[config.mk]
export PLATFORM = sky130hd
export DESIGN_NAME = trig_veto_ctrl
export DESIGN_NICKNAME = d
export VERILOG_FILES = /design/src/rtl/trig_veto_pkg.sv /design/src/rtl/tv_edge_det.sv /design/src/rtl/tv_ready_and.sv /design/src/rtl/tv_sat_cnt.sv /design/src/rtl/trig_veto_ctrl.sv
export SDC_FILE = /design/constraint.sdc
export NUM_CORES = 1
export LEC_CHECK = 0
export ABC_CLOCK_PERIOD_IN_PS = 6100
export BUFFER_PORTS_ARGS = -buffer_cell sky130_fd_sc_hd__buf_2
export CAP_MARGIN = 5
export CORE_ASPECT_RATIO = 1.75
export CORE_UTILIZATION = 55
export CTS_BUF_LIST = sky130_fd_sc_hd__clkbuf_4
export DETAILED_ROUTE_END_ITERATION = 10
export PLACE_DENSITY = 0.82
export SYNTH_ARGS = -nofsm -noshare
export SYNTH_HDL_FRONTEND = slang
export SYNTH_SLANG_ARGS = --single-unit
[constraint.sdc]
create_clock -name clk_i -period 6.1 [get_ports clk_i]
set_input_delay 0.305 -clock clk_i [delete_from_list [all_inputs] [get_ports clk_i]]
set_output_delay 0.305 -clock clk_i [all_outputs]
set_load 0.05 [all_outputs]
[src/rtl/trig_veto_pkg.sv]
package trig_veto_pkg;
  typedef enum logic [1:0] {
    ST_IDLE = 2'd0,
    ST_BUSY = 2'd1,
    ST_WAIT = 2'd2
  } tv_state_e;
endpackage

[src/rtl/tv_edge_det.sv]
module tv_edge_det (
  input  logic clk_i,
  input  logic rst_ni,
  input  logic sig_i,
  output logic rise_o
);
  logic sig_q;

  always_ff @(posedge clk_i or negedge rst_ni) begin
    if (!rst_ni) sig_q <= 1'b0;
    else         sig_q <= sig_i;
  end

  assign rise_o = sig_i & ~sig_q;
endmodule

[src/rtl/tv_ready_and.sv]
module tv_ready_and #(
  parameter int N_MOD = 4
) (
  input  logic [N_MOD-1:0] en_i,
  input  logic [N_MOD-1:0] rdy_i,
  output logic             all_rdy_o
);
  logic [N_MOD-1:0] ok;

  for (genvar m = 0; m < N_MOD; m++) begin : g_mod
    // disabled module never holds the veto
    assign ok[m] = rdy_i[m] | ~en_i[m];
  end

  assign all_rdy_o = &ok;
endmodule

[src/rtl/tv_sat_cnt.sv]
module tv_sat_cnt #(
  parameter int W = 8
) (
  input  logic         clk_i,
  input  logic         rst_ni,
  input  logic         clr_i,
  input  logic         inc_i,
  output logic [W-1:0] cnt_o
);
  localparam logic [W-1:0] MAX = '1;

  always_ff @(posedge clk_i or negedge rst_ni) begin
    if (!rst_ni)                     cnt_o <= '0;
    else if (clr_i)                  cnt_o <= '0;
    else if (inc_i && cnt_o != MAX)  cnt_o <= cnt_o + W'(1);
  end
endmodule

[src/rtl/trig_veto_ctrl.sv]
module trig_veto_ctrl
  import trig_veto_pkg::*;
#(
  parameter int N_MOD  = 4,
  parameter int CNT_W  = 8,
  parameter int LOST_W = 8,
  parameter int HOLD   = 2
) (
  input  logic              clk_i,
  input  logic              rst_ni,
  input  logic              trig_i,
  input  logic [N_MOD-1:0]  mod_en_i,
  input  logic [N_MOD-1:0]  rdy_i,
  input  logic              cpu_rst_i,
  input  logic [CNT_W-1:0]  thresh_i,
  output logic              veto_o,
  output logic              conv_o,
  output logic              irq_o,
  output logic [CNT_W-1:0]  evt_cnt_o,
  output logic [LOST_W-1:0] lost_cnt_o
);
  localparam int HOLD_W = $clog2(HOLD + 2);
  localparam logic [HOLD_W-1:0] HOLD_LD = HOLD_W'(HOLD);

  tv_state_e         state_q, state_d;
  logic [HOLD_W-1:0] hold_q, hold_d;
  logic              irq_q, irq_d;
  logic              conv_q;
  logic              trig_rise, all_rdy, accept, lost_inc, batch_full;
  logic [CNT_W:0]    evt_next;

  tv_edge_det i_edge (
    .clk_i  (clk_i),
    .rst_ni (rst_ni),
    .sig_i  (trig_i),
    .rise_o (trig_rise)
  );

  tv_ready_and #(.N_MOD(N_MOD)) i_rdy (
    .en_i      (mod_en_i),
    .rdy_i     (rdy_i),
    .all_rdy_o (all_rdy)
  );

  // cpu reset wins over a coincident trigger edge
  assign accept   = trig_rise & (state_q == ST_IDLE) & ~cpu_rst_i;
  assign lost_inc = trig_rise & (state_q != ST_IDLE) & ~cpu_rst_i;

  assign evt_next   = {1'b0, evt_cnt_o} + (CNT_W+1)'(1);
  assign batch_full = evt_next >= {1'b0, thresh_i};

  tv_sat_cnt #(.W(CNT_W)) i_evt (
    .clk_i  (clk_i),
    .rst_ni (rst_ni),
    .clr_i  (cpu_rst_i),
    .inc_i  (accept),
    .cnt_o  (evt_cnt_o)
  );

  tv_sat_cnt #(.W(LOST_W)) i_lost (
    .clk_i  (clk_i),
    .rst_ni (rst_ni),
    .clr_i  (cpu_rst_i),
    .inc_i  (lost_inc),
    .cnt_o  (lost_cnt_o)
  );

  always_comb begin
    state_d = state_q;
    hold_d  = hold_q;
    irq_d   = irq_q;
    if (cpu_rst_i) irq_d = 1'b0;
    unique case (state_q)
      ST_IDLE: begin
        if (accept) begin
          if (batch_full) begin
            state_d = ST_WAIT;
            irq_d   = 1'b1;
          end else begin
            state_d = ST_BUSY;
            hold_d  = HOLD_LD;
          end
        end
      end
      ST_BUSY: begin
        // hold-off lets modules drop a stale ready first
        if (hold_q != '0)  hold_d  = hold_q - HOLD_W'(1);
        else if (all_rdy)  state_d = ST_IDLE;
      end
      ST_WAIT: begin
        if (cpu_rst_i) begin
          state_d = ST_BUSY;
          hold_d  = HOLD_LD;
        end
      end
      default: state_d = ST_IDLE;
    endcase
  end

  always_ff @(posedge clk_i or negedge rst_ni) begin
    if (!rst_ni) begin
      state_q <= ST_IDLE;
      hold_q  <= '0;
      irq_q   <= 1'b0;
      conv_q  <= 1'b0;
    end else begin
      state_q <= state_d;
      hold_q  <= hold_d;
      irq_q   <= irq_d;
      conv_q  <= accept;
    end
  end

  assign veto_o = (state_q != ST_IDLE);
  assign conv_o = conv_q;
  assign irq_o  = irq_q;
endmodule

==> impl_metrics.tcl <==
set metrics [dict create \
    status "complete, no violations" \
    cts.clk_slew.worst_paths_ps 130 \
    cts_tree "built" \
    hold_viol 0 \
    syn_avg_cell_area_sq_um 9.94 \
    initial_core_util_pct 59.6 \
    final.setup.tns_ps 0 \
    ir_drop_uv 174 \
    setup_viol 0 \
    hold_path_class "input pin to flip-flop" \
    wl_met1_um 1240 \
    drive_gt1_share_pct 26.2 \
    fmax_ghz 0.352 \
    track_usage_pct 25.1 \
    routed_wl_um 3360 \
    viasPerCell 6.06 \
    synth_top_area_share_pct 37.9 \
    met2_length_um 1930 \
    p_leak_nw 0.936 \
    final_util_pct 68.1 \
    grt_pass1_wl_um 5810 \
    critPathRequiredTime_ps 6370 \
    ys.flop_type "dfrtp_1" \
    yosysTopAreaCell "dfrtp_1" \
    routed.top_layer "met4" \
    rows 24 \
    clock_latency_ps 320 \
    async_flop_share_pct 100 \
    worst_slack_ps 3260 \
    antennaDiodeCount 0 \
    power_w 0.000387 \
    crit_arrival_ps 3110 \
    path_max_fanout 7 \
    drv_slew 0 \
    io_buffers 38 \
    area_delta_synth_final_pct 14.4 \
    slew_headroom_pct 57.4 \
    grt_pass1_vias 1363 \
    ctsResizeCount 0 \
    cts_num_sinks 23 \
    final_cells 217 \
    fp.dieArea_sq_um 2990 \
    synth_edf_count 0 \
    tightest_slew_ps 636 \
    yosys-top-cells-area "dfrtp_1 38%, ha_1 9.1%, mux2_4 4.9%" \
    drtIter0Drc 29 \
    placed_cells 212 \
    critPathLaunchType "flip-flop" \
    fp.dieH_um 71.6 \
    wl_met3_um 136 \
    synth_nets 184 \
    dp_slack_ps 3300 \
    period_needed_ps 2840 \
    wl_per_cell_um 15.5 \
    synthTopCellsByCount "23 x dfrtp_1, 17 x inv_1, 11 x ha_1" \
    die_w_um 41.7 \
    drv_cap 0 \
    ys_seq_area_share_pct 37.9 \
    cts_max_level 1 \
    first_pass_iters 4 \
    antenna_found_initial 0 \
    grt-ovfl-total 0 \
    cp-end-kind "flip-flop" \
    grt_max_degree 24 \
    post-dp-hpwl_um 2660 \
    fin_nets 223 \
    post-route-period-util_pct 46.6 \
    path_class "flip-flop to flip-flop" \
    cts-root-buf "clkbuf_4" \
    drc 0 \
    rsz0062_at_grt "false" \
    yosysMostFrequentCell "dfrtp_1" \
    fillers 206 \
    max-clock-path-buffers 2 \
    ys_types 41 \
    ios 39 \
    via_count 1315 \
    ys_ff_latch 23 \
    syn_area_sq_um 1520 \
    finalClockSkew_ps 7.95 \
    cts_setup_buffers 0 \
    powerDensity_nw_per_um2 223 \
    yosys_warnings 0 \
    synthCells 153 \
    core_area_sq_um 2550 \
    drtAntennaViolNets 0 \
    routabilityCongestion 0.972 \
    cts_made_buffers 3 \
]
[report_power, final]
| part | switching [W] | internal [W] |
|---|---|---|
| Clock | 0.0000475 | 0.0000246 |
| Sequential | 0.0000156 | 0.000166 |
| Combinational | 0.0000841 | 0.0000492 |
[per-layer routing]
metal  vias to the layer above  global-route usage (%)
met1                       633                    26.3
met3                         5                    3.78
met5                         -                       0
li1                        634                       -
met2                        43                    49.5
met4                         0                    7.53
[what timing repair did]
action / in CTS / in global routing
endpoints found under the setup margin: 0 / 0
hold buffers: 1 / 0
endpoints found under the hold margin: 23 / 0
[cell families after synthesis]
group / share of synthesized area (%)
AO/OA/AOI/OAI: 15.8
AND/OR/NAND/NOR: 19.4
flip-flops: 37.9
buffers and inverters: 6.91
XOR/XNOR: 4.03
adder cells (fa/ha/maj): 9.05
multiplexers: 6.91
[per-stage QoR]
stage          hold WS [ps]  area (sq um)
6_report                127          1740
5_1_grt                 123          1740
4_1_cts                 123          1740
3_5_place_dp            305          1700
3_3_place_gp            297          1700
2_1_floorplan          9.41          1520
[worst paths after layout]
| kind | start | depth (start not counted) | endpoint | slack (ps) |
|---|---|---|---|---|
| worst min register to register | irq_o$_DFF_PN0_ | 1 | irq_o$_DFF_PN0_ | 540 |
| min in group asynchronous | rst_ni | 2 | i_lost.cnt_o[2]$_DFFE_PN0P_ | 470 |
| max in group asynchronous | rst_ni | 2 | i_evt.cnt_o[5]$_DFFE_PN0P_ | 5270 |
| worst max-delay path | i_evt.cnt_o[0]$_DFFE_PN0P_ | 9 | state_q[0]$_DFFE_PN0P_ | 3260 |
| worst max register to register | i_evt.cnt_o[0]$_DFFE_PN0P_ | 9 | state_q[0]$_DFFE_PN0P_ | 3260 |
| worst min-delay path | trig_i | 1 | i_edge.sig_q$_DFF_PN0_ | 130 |
[sequential cells by signal, indices dropped and copies added, names as in the netlist]
signal	flops
i_evt.cnt_o	8
state_q	2
conv_o	1
i_edge.sig_q	1
i_lost.cnt_o	8
hold_q	2
irq_o	1
[critical path, cell delays in order, from the launching register on]
cell and delay, ps:
dfrtp_1 470, ha_1 220, nand3_1 210, nor2_1 190
xor2_1 160, ha_1 260, a21o_1 160, a221o_1 340
a211oi_1 520, a221o_1 250
[placed cells by master, fill, tap and decap left out, drive strengths merged, types with 2 or more instances in the layout]
cell type  synthesis  routed
nor4b              2       2
nand4              2       2
a21oi              7       7
a21o               3       3
nand3              7       7
buf                3      38
clkbuf             2       3
o41ai              3       3
or4                2       2
a221o              2       2
mux2               5       5
nand2              7       7
or3                4       4
inv               17      17
nor2b              6       6
o21ai              5       5
xor2               4       4
dfrtp             23      23
mux2i              3       3
o311ai             2       2
nor4               2       2
or2                2       2
ha                11      11
o31ai              3       3
nand2b             4       4
nor2               7       7
xnor2              3       3
nor3               2       2
and3               2       2
[final cells by class]
cell class	count	area (sq um)	area share, %
clock buffer	3	22.5	1.29
clock inverter	1	5.00	0.288
inverter	17	63.8	3.67
multi-input combinational	108	840	48.3
sequential	23	576	33.1
tap	26	32.5	1.87
timing repair buffer	39	200	11.5
Power figures use the tool's default switching activity.
